[config.mk]
export PLATFORM = sky130hd
export DESIGN_NAME = keyseed_mgr
export DESIGN_NICKNAME = d
export VERILOG_FILES = /design/src/rtl/keymgr_pkg.sv /design/src/rtl/key_cmd_decode.sv /design/src/rtl/key_bit_collector.sv /design/src/rtl/keyseed_mgr.sv
export SDC_FILE = /design/constraint.sdc
export NUM_CORES = 1
export LEC_CHECK = 0
export BUFFER_PORTS_ARGS = -buffer_cell sky130_fd_sc_hd__buf_2
export CAP_MARGIN = 20
export CELL_PAD_IN_SITES_DETAIL_PLACEMENT = 1
export CELL_PAD_IN_SITES_GLOBAL_PLACEMENT = 1
export CORE_MARGIN = 4
export CORE_UTILIZATION = 50
export DETAILED_ROUTE_END_ITERATION = 10
export PLACE_DENSITY_LB_ADDON = 0.1
export SYNTH_ARGS = -nofsm -noshare
export SYNTH_HDL_FRONTEND = slang
export SYNTH_SLANG_ARGS = --single-unit
[constraint.sdc]
create_clock -name clk -period 2.94 [get_ports clk]
set_input_delay 0.588 -clock clk [delete_from_list [all_inputs] [get_ports clk]]
set_output_delay 0.588 -clock clk [all_outputs]
set_load 0.01 [all_outputs]
[src/rtl/keymgr_pkg.sv]
package keymgr_pkg;
    typedef enum logic [0:0] {
        ST_IDLE   = 1'b0,
        ST_GATHER = 1'b1
    } mgr_state_e;

    typedef enum logic [1:0] {
        CMD_KEYGEN  = 2'd0,
        CMD_ENDLOAD = 2'd1,
        CMD_OTHER   = 2'd2
    } cmd_kind_e;
endpackage

[src/rtl/key_cmd_decode.sv]
module key_cmd_decode
    import keymgr_pkg::*;
#(
    parameter int                CMD_W        = 4,
    parameter logic [CMD_W-1:0]  KEYGEN_CODE  = 4'hA,
    parameter logic [CMD_W-1:0]  ENDLOAD_CODE = 4'h6
) (
    input  logic [CMD_W-1:0] code,
    output cmd_kind_e        kind
);
    always_comb begin
        if (code == KEYGEN_CODE) begin
            kind = CMD_KEYGEN;
        end else if (code == ENDLOAD_CODE) begin
            kind = CMD_ENDLOAD;
        end else begin
            kind = CMD_OTHER;
        end
    end
endmodule

[src/rtl/key_bit_collector.sv]
module key_bit_collector #(
    parameter int WORD_W = 64
) (
    input  logic              clk,
    input  logic              rst_n,
    input  logic              clear,
    input  logic              sample_en,
    input  logic              bit_in,
    output logic [WORD_W-1:0] word_full,
    output logic              last
);
    localparam int CNT_W = $clog2(WORD_W);

    typedef struct packed {
        logic [WORD_W-1:0] shreg;
        logic [CNT_W-1:0]  cnt;
    } coll_t;

    coll_t col_d, col_q;

    always_comb begin
        col_d = col_q;
        if (clear) begin
            col_d.cnt = '0;
        end else if (sample_en) begin
            col_d.shreg = {col_q.shreg[WORD_W-2:0], bit_in};
            col_d.cnt   = col_q.cnt + CNT_W'(1);
        end
    end

    always_ff @(posedge clk or negedge rst_n) begin
        if (!rst_n) begin
            col_q <= '0;
        end else begin
            col_q <= col_d;
        end
    end

    assign word_full = {col_q.shreg[WORD_W-2:0], bit_in};
    assign last      = sample_en && (col_q.cnt == CNT_W'(WORD_W - 1));

    // the count moves only on a valid sample or a clear
    p_count_holds_r3: assert property (@(posedge clk) disable iff (!rst_n)
        (!sample_en && !clear) |=> $stable(col_q.cnt));
endmodule

[src/rtl/keyseed_mgr.sv]
module keyseed_mgr
    import keymgr_pkg::*;
#(
    parameter int               KEY_W        = 64,
    parameter int               CMD_W        = 4,
    parameter logic [CMD_W-1:0] KEYGEN_CODE  = 4'hA,
    parameter logic [CMD_W-1:0] ENDLOAD_CODE = 4'h6
) (
    input  logic             clk,
    input  logic             rst_n,
    input  logic             cmd_valid,
    input  logic [CMD_W-1:0] cmd_code,
    output logic             cmd_busy,
    output logic             cmd_done,
    output logic             cmd_err,
    input  logic             rnd_bit,
    input  logic             rnd_valid,
    input  logic             sec_lock,
    output logic [KEY_W-1:0] key_out,
    output logic             load_en
);
    typedef struct packed {
        mgr_state_e       st;
        logic [KEY_W-1:0] key;
        logic             load_en;
        logic             done;
        logic             err;
    } mgr_t;

    mgr_t             m_d, m_q;
    cmd_kind_e        kind;
    logic             coll_clear;
    logic             coll_en;
    logic             coll_last;
    logic [KEY_W-1:0] coll_word;

    key_cmd_decode #(
        .CMD_W        (CMD_W),
        .KEYGEN_CODE  (KEYGEN_CODE),
        .ENDLOAD_CODE (ENDLOAD_CODE)
    ) i_decode (
        .code (cmd_code),
        .kind (kind)
    );

    key_bit_collector #(
        .WORD_W (KEY_W)
    ) i_collect (
        .clk       (clk),
        .rst_n     (rst_n),
        .clear     (coll_clear),
        .sample_en (coll_en),
        .bit_in    (rnd_bit),
        .word_full (coll_word),
        .last      (coll_last)
    );

    always_comb begin
        m_d        = m_q;
        m_d.done   = 1'b0;
        m_d.err    = 1'b0;
        coll_clear = 1'b0;
        coll_en    = 1'b0;
        case (m_q.st)
            ST_IDLE: begin
                if (cmd_valid) begin
                    case (kind)
                        CMD_KEYGEN: begin
                            if (sec_lock) begin
                                m_d.done = 1'b1;
                                m_d.err  = 1'b1;
                            end else begin
                                m_d.st      = ST_GATHER;
                                m_d.load_en = 1'b0;
                                coll_clear  = 1'b1;
                            end
                        end
                        CMD_ENDLOAD: begin
                            m_d.load_en = 1'b0;
                            m_d.done    = 1'b1;
                        end
                        default: begin
                            m_d.done = 1'b1;
                            m_d.err  = 1'b1;
                        end
                    endcase
                end
            end
            ST_GATHER: begin
                coll_en = rnd_valid;
                if (coll_last) begin
                    m_d.key     = coll_word;
                    m_d.load_en = 1'b1;
                    m_d.done    = 1'b1;
                    m_d.st      = ST_IDLE;
                end
            end
            default: m_d.st = ST_IDLE;
        endcase
    end

    always_ff @(posedge clk or negedge rst_n) begin
        if (!rst_n) begin
            m_q <= '{st: ST_IDLE, key: '0, load_en: 1'b0, done: 1'b0, err: 1'b0};
        end else begin
            m_q <= m_d;
        end
    end

    assign cmd_busy = (m_q.st == ST_GATHER);
    assign cmd_done = m_q.done;
    assign cmd_err  = m_q.err;
    assign key_out  = m_q.key;
    assign load_en  = m_q.load_en;

    // loading is never permitted during a capture
    p_noload_busy_r4: assert property (@(posedge clk) disable iff (!rst_n)
        (m_q.st == ST_GATHER) |-> !m_q.load_en);

    // a locked key-generation request is refused
    p_lock_refuses_r5: assert property (@(posedge clk) disable iff (!rst_n)
        (m_q.st == ST_IDLE && cmd_valid && sec_lock && kind == CMD_KEYGEN)
        |=> (m_q.st == ST_IDLE && m_q.done && m_q.err));

    // an error flag only ever accompanies a completion
    p_err_with_done_r7: assert property (@(posedge clk) disable iff (!rst_n)
        m_q.err |-> m_q.done);

    // a capture runs until its last bit regardless of commands
    p_busy_ignores_cmd_r8: assert property (@(posedge clk) disable iff (!rst_n)
        (m_q.st == ST_GATHER && !coll_last) |=> (m_q.st == ST_GATHER));

    // the key moves only with a clean completion
    p_key_only_on_capture_r9: assert property (@(posedge clk) disable iff (!rst_n)
        !$stable(m_q.key) |-> (m_q.done && !m_q.err));
endmodule

Word level (Yosys, flattened, before mapping)
Cells that the tools add are included.
{ "classes": {"shifts": 0, "n_mux": 19, "add_sub_neg": 1, "n_div": 0, "multipliers": 0, "n_reduce_logical": 6, "order_cmp": 0, "eq_ne": 8, "bitwise": 2} }
{ "ops": {"columns": ["cell", "n"], "rows": [
  ["$mux 67", 1],
  ["$mux 6", 2],
  ["$mux 1", 8],
  ["$add 6x1->6 const B", 1],
  ["$eq 6x6->1 const B", 1],
  ["$mux 2", 3],
  ["$pmux 1 s2", 3],
  ["$eq 4x3->1 const B", 1],
  ["$eq 4x4->1 const B", 1],
  ["$pmux 2 s2", 1],
  ["$reduce_and 2->1", 2],
  ["$reduce_and 4->1", 1],
  ["$mux 3", 1],
  ["$ne 3x1->1 const B", 1],
  ["$ne 3x3->1 const B", 1],
  ["$eq 2x1->1 const B", 1],
  ["$logic_not 2->1", 1],
  ["$ne 2x1->1 const B", 1],
  ["$ne 2x2->1 const B", 1],
  ["$not 1->1", 2],
  ["$reduce_bool 2->1", 1],
  ["$logic_and 1x1->1", 1]
]} }
{ "totals": {"ff_bits": 137, "ramBits": 0, "latchBits": 0, "output_inout_bits": 68, "in_bits": 10, "wordCells": 43, "mem_count": 0, "romBits": 0} }

Logic depth before layout (Yosys ltp)
{ "logic_depth": {"ltp_word": 9, "mapped_depth": 6, "mapped_depth_nobuf": 4} }

Cells and area by module
From an unflattened synthesis, not the netlist that was laid out.
{ "unflattened": {"hier_cells": 382, "hier_area_um2": 6218.5} }
{ "by_module_without_submodules": {"columns": ["mod", "cells_each", "instances", "area_per_inst_um2", "seq_area_each_um2"], "rows": [
  ["key_bit_collector", 226, 1, 3433.3, 1726.7],
  ["keyseed_mgr", 153, 1, 2756.4, 1701.6],
  ["key_cmd_decode", 3, 1, 28.8, 0.0]
]} }

Least setup slack after synthesis
No wires, ideal clock.
{ "synth_path": {"kind": "in2reg", "startpoint": "in rnd_valid", "endpoint": "reg m_q (netlist bit key_out[0])", "setup_time_ps": 125, "required_time_ps": 2815, "path_stages": 4, "n_path_buf": 1, "arrival_time_ps": 1483, "setup_slack_ps": 1333, "cell_sequence": "nand3_2 -> nor2_2 -> buf_4 -> mux2_2"} }
{ "synth_via": {"elab_chain_len": 3} }
{ "synth_lines": {"columns": ["element", "line", "source"], "rows": [
  ["start: declaration", "keyseed_mgr.sv:17", "input logic rnd_valid,"],
  ["$mux 1", "keyseed_mgr.sv:64", "case (m_q.st)"],
  ["$logic_and 1x1->1", "key_bit_collector.sv:40", "assign last = sample_en && (col_q.cnt == CNT_W'(WORD_W - 1));"],
  ["$reduce_and 2->1 (no line)", null, null],
  ["end signal: assignment", "keyseed_mgr.sv:104", "m_q <= '{st: ST_IDLE, key: '0, load_en: 1'b0, done: 1'b0, err: 1'b0};"],
  ["end signal: assignment", "keyseed_mgr.sv:106", "m_q <= m_d;"],
  ["end: declaration", "keyseed_mgr.sv:30", "mgr_t m_d, m_q;"]
]} }
No other way between the ends.
A chain may end at the register's enable or synchronous reset.

Worst setup path after layout
{ "layout_path": {"startpoint": "reg i_collect.col_q[0] in the netlist's numbering", "endpoint": "reg m_q (netlist bit key_out[28])"} }
{ "layout_via": {"elab_chain_len": 3} }
{ "layout_lines": {"columns": ["element", "line", "source"], "rows": [
  ["start: declaration", "key_bit_collector.sv:19", "coll_t col_d, col_q;"],
  ["start signal: assignment", "key_bit_collector.sv:35", "col_q <= col_d;"],
  ["$eq 6x6->1", "key_bit_collector.sv:40", null],
  ["$logic_and 1x1->1", "key_bit_collector.sv:40", null],
  ["$reduce_and 2->1 (no line)", null, null]
]} }
No other way between the ends.

==> metrics.yaml <==
rows: 37
antenna_cells: 0
clockBufferDepth: 2
core_um2: 10370
final_layout_size_suffix_gt1_share_pct: 58.71
die_height_um: 111.4
syn-instance-count: 318
antenna_found_initial: 0
grt_pass1_vias: 3212
io_pins: 78
finalMaxSlewViolations: 0
fmax_mhz: 501.5
cp.buffers_inverters: 1
crit_cells: 5
synth_mux_area_share_pct: 29.56
ys_seq_area_share_pct: 64.18
min_period_over_period_pct: 67.83
hold_violations: 0
ant_nets: 0
portBuffers: 77
area_delta_synth_final_pct: 20.75
numCtsBuffers: 17
synth_top_family_by_area: "multiplexers"
synth-main-ff-cell: "dfrtp_1"
syn_nets: 329
max_cap_violations: 0
globalplace.congestion: 0.7166
finalWirelength_um: 10030
vias_per_cell: 5.193
final_util_pct: 62.20
cts_resized: 0
leakage_nw: 3.570
multi_input_area_um2: 1803
post_synth.cell_area_avg_um2: 16.80
drtPass1Iterations: 4
wire_per_inst_um: 18.07
ys_ff_latch: 137
slowest_delay_ns: 0.42
insertion_delay_ns: 0.51
setup_tns_ns: 0
clk_pin_slew_worst_paths_ns: 0.06
dp_hpwl_um: 6044
grt_setup_unrepaired: "false"
status: "completed"
grt.overflow.total: 0
start_util_pct: 51.51
p_total_mw: 4.439
dieArea_um2: 12400
hold_ws_ns: 0.07514
skew_ns: 0.007361
critPathMaxFanout: 16
cts.sinks: 137
grt_max_degree: 67
synth_area_um2: 5341
drtIter0Drc: 123
vdd_drop_max_mv: 0.3510
yosysUniqueCellTypes: 30
setup_violations: 0
cp_slowest_cell: "or2_2"
cp_data_arrival_time_ns: 2.39
register_area_um2: 3428
grt_use_total_pct: 17.46
num-fill-cells: 939
cp-end-kind: "flop"
tightestPinTransition_ns: 0.6070
synth_edf_count: 0
yosysWarnings: 0
relSlewSlack_pct: 59.53
yosys.area_share.simple_pct: 2.647
vias: 2882
synth_fa_ha_area_share_pct: 0.2342
htree_levels: 4
reg2reg_depth: 5
synth_xor_xnor_area_share_pct: 0.3279
grt_pass1_wl_um: 17150
synth_compound_gate_area_share_pct: 0.9370
synthArstFlopShare_pct: 100.0
die_x_um: 111.4
cts_tree: "done"
critPathKind: "flop to flop"
p_per_area_nw_per_um2: 688.2
drc: 0
critPathLaunchType: "flop"
crit_family: "simple AND/OR/NAND/NOR gates"
required_ns: 3.33
post_cts_buffers: 0
cts_root_buffer: "clkbuf_8"
nNetsFinal: 417
cts_hold_buf: 0
path_cells: "ha_1 -> nand3_2 -> or2_2 -> buf_4 -> mux2_4"
hold_class: "input port to async pin"
min_period_ns: 1.994
-- final timing paths --
path | from | endpoint | slack [ns]
max | i_collect.col_q[0] | key_out[28] | 0.95
min | rst_n | key_out[38] | 0.08
max reg2reg | i_collect.col_q[0] | key_out[28] | 0.95
min reg2reg | key_out[58] | key_out[58] | 0.50
max in group asynchronous | rst_n | i_collect.word_full[36] | 2.16
min in group clk | cmd_code[1] | cmd_err | 0.29
-- power by group --
part           switching, mW  internal [mW]  total (mW)
Sequential            0.0915           1.99        2.08
Combinational          0.154          0.151       0.305
Clock                  0.781           1.27        2.05
-- cell families (layout without fill, tap and decap cells) --
| family | after synthesis | after routing |
|---|---|---|
| xor gates and xnor gates | 2 | 2 |
| buffers and inverters | 16 | 117 |
| AOI/OAI and AO/OA | 9 | 9 |
| adders and majority gates | 1 | 1 |
| muxes | 128 | 128 |
| and+or+nand+nor | 25 | 25 |
| DFF | 137 | 137 |
-- sequential cells by signal, summed over array words and instances (netlist names) --
register	flops
load_en	1
i_collect.col_q	6
key_out	64
i_collect.word_full	63
cmd_busy	1
cmd_done	1
cmd_err	1
-- routing by layer --
layer	wire length, um	GRT usage (%)	vias up
li1	-	-	1311
met1	4364	21.73	1491
met2	5006	28.63	66
met3	528	6.033	14
met4	129	6.083	0
met5	0	0	-
-- area by class of cell --
class	instances	area share, %
clock buffer	21	7.119
sequential	137	53.15
inverter	2	0.1164
timing repair buffer	83	7.158
multi-input combinational	165	27.95
clock inverter	11	1.862
tap	136	2.638
-- layout by cell type, fill, tap and decap left out, drive strengths merged, types with 4 or more instances in the layout --
master / count
nor2: 6
clkinv: 8
dfrtp: 137
mux2: 127
nand2: 4
buf: 83
clkbuf: 21
-- per-stage QoR --
| stage | setup WS, ns | cell area, um2 | instances |
|---|---|---|---|
| 3_3_place_gp | 0.8654 | 5871 | 523 |
| 5_1_grt | 0.8077 | 6450 | 555 |
| 4_1_cts | 0.9108 | 6450 | 555 |
| 6_report | 0.9459 | 6450 | 555 |
| 2_1_floorplan | 1.333 | 5341 | 318 |
| 3_5_place_dp | 0.8213 | 5871 | 523 |
-- synth_stat cells, types with 2 or more instances --
cell type	instances	area [um2]
dfrtp_1	137	3428
mux2_2	90	1013
mux2_4	37	555.5
buf_2	6	30.03
buf_6	5	56.30
nor2_1	5	18.77
nand2_1	4	15.01
a21oi_1	3	15.01
o21ai_0	3	15.01
a31oi_1	2	12.51
buf_4	2	15.01
inv_1	2	7.510
nand2b_1	2	12.51
nand3_1	2	10.01
nand4_1	2	12.51
nor3_1	2	10.01
No activity file was read; power rests on OpenSTA's default activity.
